===== src/rtl/hps_pkg.sv =====
package hps_pkg;

    localparam int ST_W = 5;

    typedef enum logic [ST_W-1:0] {
        ST_RUN        = 5'b00001,
        ST_HALT       = 5'b00010,
        ST_HALT_SNOOP = 5'b00100,
        ST_XHALT      = 5'b01000,
        ST_XHALT_SNP  = 5'b10000
    } hps_state_e;

endpackage


===== src/rtl/hps_flag.sv =====
// Single pending-event latch; set wins over clear.
module hps_flag (
    input  logic clk,
    input  logic rst,
    input  logic set_i,
    input  logic clr_i,
    output logic q_o
);
    always_ff @(posedge clk) begin
        if (rst)        q_o <= 1'b0;
        else if (set_i) q_o <= 1'b1;
        else if (clr_i) q_o <= 1'b0;
    end
endmodule


===== src/rtl/hps_fsm.sv =====
module hps_fsm
    import hps_pkg::*;
(
    input  logic       clk,
    input  logic       rst,
    input  logic       halt_req,
    input  logic       xhalt_en,
    input  logic       snp_go,
    input  logic       wake,
    input  logic       snoop_done,
    output hps_state_e state_q,
    output hps_state_e state_d,
    output logic       in_halt,
    output logic       in_snoop
);
    // next-state decision
    always_comb begin
        state_d = state_q;
        unique case (state_q)
            ST_RUN: begin
                if (halt_req) state_d = xhalt_en ? ST_XHALT : ST_HALT;
            end
            ST_HALT: begin
                if (snp_go)    state_d = ST_HALT_SNOOP;
                else if (wake) state_d = ST_RUN;
            end
            ST_HALT_SNOOP: begin
                if (snoop_done) state_d = ST_HALT;
            end
            ST_XHALT: begin
                if (snp_go)    state_d = ST_XHALT_SNP;
                else if (wake) state_d = ST_RUN;
            end
            ST_XHALT_SNP: begin
                if (snoop_done) state_d = ST_XHALT;
            end
            default: state_d = ST_RUN;
        endcase
    end

    // state register
    always_ff @(posedge clk) begin
        if (rst) state_q <= ST_RUN;
        else     state_q <= state_d;
    end

    // decoded outputs
    always_comb begin
        in_halt  = 1'b0;
        in_snoop = 1'b0;
        unique case (state_q)
            ST_HALT, ST_XHALT:           in_halt  = 1'b1;
            ST_HALT_SNOOP, ST_XHALT_SNP: in_snoop = 1'b1;
            default: ;
        endcase
    end
endmodule


===== src/rtl/hps_oppt.sv =====
// Operating-point selection: live run point, saved point, extended-halt pair.
module hps_oppt
    import hps_pkg::*;
#(
    parameter int RATIO_W = 6,
    parameter int VID_W   = 8
) (
    input  logic               clk,
    input  logic               rst,
    input  hps_state_e         state_q,
    input  hps_state_e         state_d,
    input  logic [RATIO_W-1:0] run_ratio,
    input  logic [VID_W-1:0]   run_vid,
    input  logic [RATIO_W-1:0] xh_ratio_cfg,
    input  logic [VID_W-1:0]   xh_vid_cfg,
    output logic [RATIO_W-1:0] ratio_q,
    output logic [VID_W-1:0]   vid_q
);
    localparam int OP_W = RATIO_W + VID_W;

    logic [OP_W-1:0] xh_pt;
    logic [OP_W-1:0] sav_pt;
    logic [OP_W-1:0] cur_pt;
    logic [OP_W-1:0] nxt_pt;

    assign {ratio_q, vid_q} = cur_pt;

    always_comb begin
        nxt_pt = cur_pt;
        unique case (state_d)
            ST_RUN: begin
                if (state_q == ST_RUN) nxt_pt = {run_ratio, run_vid};
                else                   nxt_pt = sav_pt;
            end
            ST_XHALT, ST_XHALT_SNP: nxt_pt = xh_pt;
            default: nxt_pt = cur_pt;
        endcase
    end

    always_ff @(posedge clk) begin
        if (rst) begin
            xh_pt  <= {xh_ratio_cfg, xh_vid_cfg};
            cur_pt <= {run_ratio, run_vid};
            sav_pt <= {run_ratio, run_vid};
        end else begin
            cur_pt <= nxt_pt;
            if (state_q == ST_RUN && state_d != ST_RUN) sav_pt <= cur_pt;
        end
    end
endmodule


===== src/rtl/halt_pwr_ctrl.sv =====
module halt_pwr_ctrl
    import hps_pkg::*;
#(
    parameter int RATIO_W = 6,
    parameter int VID_W   = 8
) (
    input  logic               clk,
    input  logic               rst,
    input  logic               halt_req,
    input  logic               xhalt_en,
    input  logic               snoop_req,
    input  logic               intr,
    input  logic               snoop_done,
    input  logic [RATIO_W-1:0] run_ratio,
    input  logic [VID_W-1:0]   run_vid,
    input  logic [RATIO_W-1:0] xh_ratio_cfg,
    input  logic [VID_W-1:0]   xh_vid_cfg,
    output logic [ST_W-1:0]    state_o,
    output logic [RATIO_W-1:0] ratio_o,
    output logic [VID_W-1:0]   vid_o,
    output logic               snoop_en
);
    hps_state_e state_q;
    hps_state_e state_d;
    logic       in_halt;
    logic       in_snoop;
    logic       snp_pend;
    logic       int_pend;
    logic       snp_go;
    logic       wake;

    assign snp_go = snoop_req | snp_pend;
    assign wake   = intr | int_pend;

    hps_fsm u_fsm (
        .clk        (clk),
        .rst        (rst),
        .halt_req   (halt_req),
        .xhalt_en   (xhalt_en),
        .snp_go     (snp_go),
        .wake       (wake),
        .snoop_done (snoop_done),
        .state_q    (state_q),
        .state_d    (state_d),
        .in_halt    (in_halt),
        .in_snoop   (in_snoop)
    );

    // snoop arriving mid-service waits; launch from halt consumes it
    hps_flag u_snp_flag (
        .clk   (clk),
        .rst   (rst),
        .set_i (snoop_req & in_snoop),
        .clr_i (in_halt & snp_go),
        .q_o   (snp_pend)
    );

    // interrupt deferred by a snoop waits until the wake transition
    hps_flag u_int_flag (
        .clk   (clk),
        .rst   (rst),
        .set_i (intr & (in_snoop | (in_halt & snp_go))),
        .clr_i (in_halt & (state_d == ST_RUN)),
        .q_o   (int_pend)
    );

    hps_oppt #(
        .RATIO_W (RATIO_W),
        .VID_W   (VID_W)
    ) u_oppt (
        .clk          (clk),
        .rst          (rst),
        .state_q      (state_q),
        .state_d      (state_d),
        .run_ratio    (run_ratio),
        .run_vid      (run_vid),
        .xh_ratio_cfg (xh_ratio_cfg),
        .xh_vid_cfg   (xh_vid_cfg),
        .ratio_q      (ratio_o),
        .vid_q        (vid_o)
    );

    assign state_o  = state_q;
    assign snoop_en = in_snoop;
endmodule


===== config.mk =====
export PLATFORM = sky130hd
export DESIGN_NAME = halt_pwr_ctrl
export DESIGN_NICKNAME = d
export VERILOG_FILES = /design/src/rtl/hps_pkg.sv /design/src/rtl/hps_flag.sv /design/src/rtl/hps_fsm.sv /design/src/rtl/hps_oppt.sv /design/src/rtl/halt_pwr_ctrl.sv
export SDC_FILE = /design/constraint.sdc
export NUM_CORES = 1
export LEC_CHECK = 0
export ABC_AREA = 1
export ABC_CLOCK_PERIOD_IN_PS = 7150
export BUFFER_PORTS_ARGS = -buffer_cell sky130_fd_sc_hd__clkbuf_2
export CAP_MARGIN = 20
export CORE_MARGIN = 2
export CORE_UTILIZATION = 60
export DETAILED_ROUTE_END_ITERATION = 7
export HOLD_SLACK_MARGIN = 0.15
export MAX_ROUTING_LAYER = met4
export PLACE_DENSITY_LB_ADDON = 0.25
export RECOVER_POWER = 100
export SLEW_MARGIN = 0
export SYNTH_ARGS = -nofsm -noshare
export SYNTH_HDL_FRONTEND = slang
export SYNTH_HIERARCHICAL = 1
export SYNTH_SLANG_ARGS = --single-unit
export TNS_END_PERCENT = 30

===== constraint.sdc =====
create_clock -name clk -period 7.15 [get_ports clk]
set_clock_uncertainty 0.05 [all_clocks]
set_input_delay 0.3575 -clock clk [delete_from_list [all_inputs] [get_ports clk]]
set_output_delay 0.3575 -clock clk [all_outputs]
set_load 0.01 [all_outputs]

After elaboration in Yosys (flattened, before gate mapping) --
Index checks and enable logic that the tools add are counted.
Operators by class: add/sub/neg operators 0, $mul 0, div/mod/pow operators 0, order comparisons 0, equality and inequality tests 9, shifts and indexed selects 0, mux-type cells 19, bitwise gates (word level) 7, reductions and logical operators 8
Operators with widths (count):
- $mux W14 | 4
- $mux W5 | 6
- $pmux W14 S2 | 1
- $pmux W5 S5 | 1
- $eq A5 B1 Y1 const B | 2
- $eq A5 B4 Y1 const B | 2
- $eq A5 B5 Y1 const B | 2
- $mux W1 | 6
- $reduce_bool A2 Y1 | 3
- $reduce_or A2 Y1 | 3
- $eq A5 B2 Y1 const B | 1
- $eq A5 B3 Y1 const B | 1
- $ne A5 B1 Y1 const B | 1
- $and A1 B1 Y1 | 4
- $mux W4 | 1
- $or A1 B1 Y1 | 3
- $reduce_bool A3 Y1 | 1
- $logic_and A1 B1 Y1 | 1
Storage, ports and cells: register bits after elaboration 49, bits in latches 0, bits in writable memories 0, ROM bits 0, bits of input ports 35, output and inout bits 20, logic and storage cells 49, memories 0

Longest topological paths before layout --
Gate-level depths: netlist (run 1).
depth after elaboration 8, depth in mapped cells 15, mapped depth without buffers 14

By module --
The synthesis (run 1) kept the hierarchy.
Modules (own cells, without submodules):
- hps_oppt | instances 1, cells an instance 261, area each 2260.9 µm²
- hps_fsm | instances 1, cells an instance 70, area each 425.4 µm²
- hps_flag | instances 2, cells an instance 5, area each 40.0 µm²
- halt_pwr_ctrl | instances 1, cells an instance 14, area each 71.3 µm²

Least setup slack after synthesis (run 1) --
No wires, ideal clock.
path kind register to register, start reg u_fsm.state_q[2], end reg u_oppt.cur_pt[0] (enable), library setup time 0.361 ns, arrival time 1.994 ns, path slack 4.746 ns, cell stages (with the launch flop) 14, buffers on the path 1, cells stage by stage dfxtp_1 > inv_1 > nor2_1 > nand3_1 > nand2_1 > inv_1 > nand2_1 > nand2_1 > nor2_1 > nand2_1 > nor2_2 > nor2_4 > buf_6 > nand2_1
On the way: elaborated cells between the ends (all ways) 17, classes of those cells 8 x eq/ne; 7 x mux; 2 x reduce/logical
RTL lines:
- from (decl) | RTL line hps_fsm.sv:11 | output hps_state_e state_q,
- from (signal assigned) | RTL line hps_fsm.sv:44 | else state_q <= state_d;
- $eq A5 B5 Y1 (tied with other cells) | RTL line hps_fsm.sv:19 | unique case (state_q)
- $pmux W5 S5 (*) | RTL line hps_fsm.sv:19
- named net state_d[0] | RTL line halt_pwr_ctrl.sv:24 | hps_state_e state_d;
- $eq A5 B4 Y1 or $eq A5 B5 Y1 (tied branches) | RTL line hps_oppt.sv:30 | unique case (state_d)
- $reduce_or A2 Y1 | RTL line hps_oppt.sv:30
- $reduce_bool A3 Y1 (no line) (*)
- to (signal assigned) | RTL line hps_oppt.sv:43 | cur_pt <= {run_ratio, run_vid};
- to (signal assigned) | RTL line hps_oppt.sv:46 | cur_pt <= nxt_pt;
- to (decl) | RTL line hps_oppt.sv:23 | logic [OP_W-1:0] cur_pt;
Mark *: on every way through the listed nets, which the timed path passes. The rest lies on a longest branch. A chain may end at the register's enable or synchronous reset.

Final worst setup path (run 1) --
start in rst, end reg u_oppt.sav_pt[10] (enable)
On the way: cells in the longest elaborated chain, start to end 1
RTL lines:
- from (decl) | RTL line halt_pwr_ctrl.sv:8 | input logic rst,
- $reduce_bool A2 Y1 (no line)
- to (signal assigned) | RTL line hps_oppt.sv:44 | sav_pt <= {run_ratio, run_vid};
- to (signal assigned) | RTL line hps_oppt.sv:47 | if (state_q == ST_RUN && state_d != ST_RUN) sav_pt <= cur_pt;
- to (decl) | RTL line hps_oppt.sv:22 | logic [OP_W-1:0] sav_pt;
Every way passes these cells.

==> summary.md, run 1 <==
| Metric | Value |
|---|---|
| Final worst-path cycle share | 53.6% |
| Class of the worst hold path | primary input to flip-flop |
| Worst setup EP type | flip-flop |
| Post_cts resized | 0 |
| Layout Utilization | 68.9% |
| Die height | 72.8 um |
| Maxcap violations | 1 |
| Post-synth EDFFs | 42 |
| Largest net degree at the start of global routing | 50 |
| Routed Antenna Nets | 0 |
| Total Wirelength | 6010 um |
| Final #Nets | 441 |
| RSZ-0062 raised after global routing | false |
| Initial antenna violation count | 0 |
| Initial drt markers | 194 |
| DRC | 0 |
| Starting density of the core | 61.3% |
| Register area share after synthesis | 49.4% |
| Die area | 5300 um2 |
| Data arrival time of the worst path | 3.72 ns |
| # clock sinks | 49 |
| # diodes | 0 |
| Synth Flop Type | edfxtp_1 |
| Chip width | 72.8 um |
| Hold-fix buffer count after cts | 0 |
| Worst Max-Slew Pin Slew | 2.28 ns |
| Syn Inst Count | 355 |
| DR vias | 2366 |
| F_max | 0.261 GHz |
| Post-Synthesis Mean Instance Area | 7.99 um2 |
| Yosys warning total | 6 |
| Leak | 0.00160 uW |
| Tot GR Track Use | 25.0% |
| Cell area after synthesis | 2840 um2 |
| Root Buffer | clkbuf_8 |
| Cell Rows | 25 |
| R2R Setup Slk | 3.94 ns |
| Max-slew headroom | -51.7% |
| # fillers | 406 |
| Syn-to-layout area delta | 12.4% |
| Synth cell types | 24 |
| Htree depth | 2 |
| Number of global-route vias before repair | 2129 |
| Critical Path RT | 7.04 ns |
| Seq cells post-synth | 49 |
| # setup viols final | 0 |
| Ys async rst share | 0% |
| Failing checks | capacitance limit, slew limit |
| DR vias/cell | 5.13 |
| Maximum fanout along the worst path | 49 |
| Post-CTS Setup Inserts | 0 |
| Slew Limit Fails | 50 |
| Total CTS buffers | 5 |
| Fin Setup TNS | 0 ns |
| Clock-pin slew on the worst setup and hold paths | 0.09 ns |
| Latest clock arrival within the worst-skew pair | 0.30 ns |
| Fin. Hold Viols | 0 |
| CP Launch Type | primary input |
| WS Path Type | primary input to flip-flop |
| Drt wl/cell | 13.0 um |
| TritonCTS clock tree | done |
| Core Region | 4630 um2 |
| DR pass1 iterations | 4 |
| RePlAce Congestion | 0.942 |
| Minimum clock period | 3.83 ns |
| I/O pins | 55 |
| Share of layout cells above drive strength 1 | 18.4% |
| DP Wirelength | 4230 um |
| Worst VDD drop | 0.150 mV |
| Run status | complete, but fails checks |
| Number of buffers added on ports | 54 |
| Pwr/cell area | 260 nW/um2 |
| Max Buffers Root-to-Sink | 2 |
| Post-Syn Nets | 390 |
| Overflow after GRT | 0 |
| Global-route wire length before repair | 9850 um |
-- placed cells by master, fill, tap and decap left out --
cell type	netlist	final
a21oi_1	2	2
a21oi_2	4	4
bufinv_16	0	2
clkbuf_1	0	21
clkbuf_2	0	34
clkbuf_8	1	5
dfxtp_1	7	7
edfxtp_1	42	42
inv_1	51	52
inv_2	8	7
inv_6	0	1
nand2_1	138	138
nand2_2	4	4
nand3_1	15	15
nand3_2	9	9
nand3_4	1	1
nand3b_1	1	1
nand4_1	19	19
nor2_1	27	28
nor2_2	3	3
nor2_4	5	4
nor3_1	4	4
o21ai_0	1	1
o21ai_2	1	1
or2_1	2	2
-- metal layers --
| metal | vias to the layer above | track usage [%] | part of all wire [%] |
|---|---|---|---|
| li1 | 1221 | - | - |
| met1 | 1055 | 31.9 | 43 |
| met2 | 84 | 39.4 | 50 |
| met3 | 6 | 6.35 | 7.0 |
| met4 | 0 | 8.02 | 0.67 |
| met5 | - | - | 0 |
-- kinds of logic after synthesis --
kind of cell | Yosys count | share of synthesized area, %
AOI/OAI and AO/OA | 8 | 2.07
DFF | 49 | 49.4
and+or+nand+nor | 228 | 37.4
buffers and inverters | 70 | 11.2
-- worst max-delay path, stage by stage --
cell and delay, ns:
clkbuf_2 0.07, clkbuf_1 1.61, inv_1 0.84, nand2_1 0.80
-- per-stage QoR --
step / instance area [um2] / power (uW) / hold slack, ns / cells / setup WS (ns)
floorplan: 2840 / 546 / 0.370 / 355 / 4.75
global placement: 3090 / 599 / 0.407 / 453 / 4.62
detailed placement: 3090 / 605 / 0.407 / 453 / 4.56
CTS: 3230 / 841 / 0.167 / 461 / 4.50
global route: 3190 / 874 / 0.156 / 461 / 2.99
finish: 3190 / 830 / 0.176 / 461 / 3.32
-- registers in the layout, indices dropped and copies added (netlist names) --
signal / cells
u_fsm/state_q: 5
u_int_flag/q_o: 1
u_oppt/cur_pt: 14
u_oppt/sav_pt: 14
u_snp_flag/q_o: 1
u_oppt/xh_pt: 14
-- cell type report --
cell class / count / area [um2] / area share [%]
Clock buffer: 5 / 68.8 / 2.16
Multi-Input combinational cell: 236 / 1110 / 34.9
Clock inverter: 3 / 68.8 / 2.16
Tap cell: 54 / 67.6 / 2.12
Timing Repair Buffer: 55 / 249 / 7.81
Sequential cell: 49 / 1400 / 43.9
Inverter: 59 / 221 / 6.94
-- Yosys cell counts (2+ instances only) --
cell type	instances	area [um2]
a21oi_1	2	10.0
a21oi_2	4	35.0
buf_2	2	10.0
buf_4	5	37.5
buf_6	3	33.8
dfxtp_1	7	140
edfxtp_1	42	1260
inv_1	51	191
inv_2	8	30.0
nand2_1	138	518
nand2_2	4	25.0
nand3_1	15	75.1
nand3_2	9	90.1
nand4_1	19	119
nor2_1	27	101
nor2_2	3	18.8
nor2_4	5	56.3
nor3_1	4	20.0
or2_1	2	12.5
-- path summary, 6_finish.rpt --
kind                            cells after the start        startpoint                 to
worst min register to register                      2    u_int_flag/q_o     u_int_flag/q_o
worst min-delay path                                1     xh_vid_cfg[1]    u_oppt/xh_pt[1]
worst max register to register                     11  u_fsm/state_q[3]   u_oppt/cur_pt[2]
worst max-delay path                                4               rst  u_oppt/sav_pt[10]
-- report_power, final --
group          internal, uW  total, uW  switching (uW)
Sequential              374        397            23.5
Clock                   141        236            94.8
Combinational          60.1        197             137
Total                   575        830             255
Note: power is estimated with default switching activity, not from simulation.
==> run 2, diff against run 1 <==
Settings changed: ABC_CLOCK_PERIOD_IN_PS 7150 to 3220, CORE_UTILIZATION 60 to 50.
Clock period 7.15 ns to 3.22 ns, I/O delays scaled along.
==> run 2 against run 1 <==
The run now ends clean. Sequential cell count unchanged. Power increased by 100%. Clock power increased by 47%. Critical endpoint is now u_oppt/cur_pt[5]. Wire length up 12%. Via count is 6.5% higher. Final cell count rose by 9.3%. Largest power group unchanged. Highest routed layer unchanged. Sequential power grew 120%. Utilization shrank 7.1 points.
==> summary.md, run 2 (synthesis results as in run 1) <==
| Metric | Value |
|---|---|
| Sw Share | 32.9% (+2.2 points) |
| Cell Rows | 27 (+8.0%) |
| Leak | 0.00167 uW (+4.4%) |
| Most frequent cells in the layout | 138 x nand2_1, 54 x inv_1, 42 x edfxtp_1, 31 x clkbuf_2, 28 x nor2_1 |
| Combinational fraction of design power | 27.4% (+3.7 points) |
| Number of buffers added on ports | 54 (unchanged) |
| Post-CTS Setup Inserts | 0 (unchanged) |
| Run status | complete, no violations |
| Drt wl/cell | 13.3 um (+2.0%) |
| # setup viols final | 0 (unchanged) |
| Multi-input gate area | 1110 um2 (unchanged) |
| P_int | 1140 uW (+97%) |
| CP Launch Type | primary input |
| Latest clock arrival within the worst-skew pair | 0.30 ns (about the same) |
| Core Region | 5510 um2 (+19%) |
| Switching power | 558 uW (+120%) |
| Final worst-path cycle share | 85.7% |
| DR vias/cell | 5.00 (-2.6%) |
| Share of layout cells above drive strength 1 | 15.5% (-2.9 points) |
| Maxcap violations | 0 (-1) |
| Sequential Area | 1400 um2 (unchanged) |
| Chip width | 79.3 um (+9.0%) |
| DRC | 0 (unchanged) |
| WS Path Type | primary input to flip-flop |
| Routed Antenna Nets | 0 (unchanged) |
| Pwr/cell area | 498 nW/um2 (+91%) |
| Global-route wire length before repair | 10700 um (+8.7%) |
| Worst VDD drop | 0.248 mV (+66%) |
| Met3 usage | 2.95% (-3.4 points) |
| Fin Setup TNS | 0 ns (unchanged) |
| F_max | 0.362 GHz |
| Setup WS pre-CTS | 0.633 ns (-3.93 ns) |
| Syn-to-layout area delta | 19.9% |
| Maximum fanout along the worst path | 15 (-69%) |
| I/O pins | 55 (unchanged) |
| Share of power burned in registers | 52.2% (+4.3 points) |
| DP Wirelength | 4570 um (+8.2%) |
| Initial drt markers | 116 (-40%) |
| Class of the worst hold path | primary input to flip-flop |
| Minimum clock period | 2.76 ns |
| Most common cell after layout, fill and taps aside | nand2_1 |
| Worst Max-Slew Pin Slew | 1.46 ns (-0.819 ns) |
| Fin. Hold Viols | 0 (unchanged) |
| Data arrival time of the worst path | 2.65 ns (-1.07 ns) |
| Number of global-route vias before repair | 2319 (+8.9%) |
| Tot GR Track Use | 22.8% (-2.2 points) |
| Final #Nets | 466 (+5.7%) |
| Clk network pwr share | 20.5% (-7.9 points) |
| Final Instance Area | 3400 um2 (+6.7%) |
| Die height | 79.3 um (+9.0%) |
| Overall Power | 1690 uW (+100%) |
| Overflow after GRT | 0 (unchanged) |
| # fillers | 510 (+26%) |
| Root Buffer | clkbuf_8 |
| Clock-pin slew on the worst setup and hold paths | 0.08 ns (about the same) |
| Max-slew headroom | 2.94% (+55 points) |
| Placed cell area | 3110 um2 (+0.73%) |
| # diodes | 0 (unchanged) |
| Initial antenna violation count | 0 (unchanged) |
| Starting density of the core | 51.5% (-9.8 points) |
| Slew Limit Fails | 0 (-100%) |
| Largest regs | u_oppt/cur_pt x14, u_oppt/sav_pt x14, u_oppt/xh_pt x14 |
| TritonCTS clock tree | done |
| Grt peak-use layer | met2 |
| Post_cts resized | 0 (unchanged) |
| Largest net degree at the start of global routing | 33 (-34%) |
| Critical Path RT | 3.11 ns (-3.93 ns) |
| GR Util met1 | 28.6% (-3.3 points) |
| Die area | 6290 um2 (+19%) |
| RSZ-0062 raised after global routing | false |
| DR pass1 iterations | 4 (unchanged) |
| Worst setup EP type | flip-flop |
| Crit path setup slack, layout | 0.459 ns (-2.86 ns) |
| # clock sinks | 49 (unchanged) |
| GR Layer Usage met2 | 37.6% (-1.8 points) |
| DR vias | 2520 (+6.5%) |
| Total Wirelength | 6700 um (+12%) |
| RePlAce Congestion | 0.916 (-2.7%) |
| Htree depth | 2 (unchanged) |
| Max Buffers Root-to-Sink | 2 (unchanged) |
| Total CTS buffers | 5 (unchanged) |
-- run 2: changes by cell type in the layout (fill, tap and decap cells not counted), moves of 2 or more --
| cell | delta |
|---|---|
| dlygate4sd3_1 | +25 |
| bufinv_16 | -2 |
| inv_2 | -2 |
| clkbuf_1 | +5 |
| inv_1 | +2 |
| clkbuf_2 | -3 |
-- run 2: per-stage QoR --
step / hold slack (ns) / cells / utilization [%]
after global placement: 0.288 / 471 / 56.5
after floorplan: 0.173 / 355 / -
after global routing: 0.162 / 504 / 61.8
final: 0.154 / 504 / 61.8
after detailed placement: 0.290 / 471 / 56.5
after CTS: 0.151 / 504 / 62.5
-- run 2: cell type report --
class,instances,area share (%)
flip-flops and latches,49,41.2
multi-input cells,236,32.7
repair buffers,80,14.6
inverters,59,6.51
well taps,72,2.65
clock buffers,7,2.24
clock inverters,1,0.147
-- run 2: what timing repair did --
item                                    4_1_cts  5_1_grt
hold buffers                                 25        0
endpoints found under the hold margin        25        0
endpoints found under the setup margin        0        0
-- run 2: worst max-delay path: stages --
cell and delay (ns):
dlygate4sd3_1 0.53, clkbuf_1 0.11, or2_0 0.31, nor2_1 0.13, nor2_1 0.06, nand3_1 0.08, nand2_1 0.05, nor2_1 0.12
nand2_1 0.10, nor2_1 0.10, nand2_1 0.08, nor2_1 0.19, nor2_4 0.11, nand2_1 0.51
-- run 2: power groups by stage --
stage | clock [uW] | sequential, uW | combinational (uW)
after floorplan | 0 | 909 | 304
after global placement | 0 | 894 | 444
after detailed placement | 0 | 897 | 453
after CTS | 359 | 883 | 478
after global routing | 380 | 893 | 518
final | 346 | 883 | 463
-- run 2: path summary, 6_finish.rpt --
| path | to | start | slack, ns | cells after the start |
|---|---|---|---|---|
| setup / recovery | u_oppt/cur_pt[5] | intr | 0.46 | 14 |
| hold / removal | u_oppt/sav_pt[5] | run_vid[5] | 0.15 | 3 |
| setup reg to reg | u_oppt/cur_pt[5] | u_fsm/state_q[2] | 0.56 | 12 |
| hold reg to reg | u_int_flag/q_o | u_int_flag/q_o | 0.43 | 2 |
-- run 2: layer usage --
| metal | share of wire (%) | wire, um | vias to the layer above |
|---|---|---|---|
| met3 | 5.1 | 342 | 10 |
| met4 | 1.5 | 101 | 0 |
| met5 | 0 | 0 | - |
| met1 | 43 | 2890 | 1142 |
| met2 | 50 | 3370 | 97 |
| li1 | - | - | 1271 |
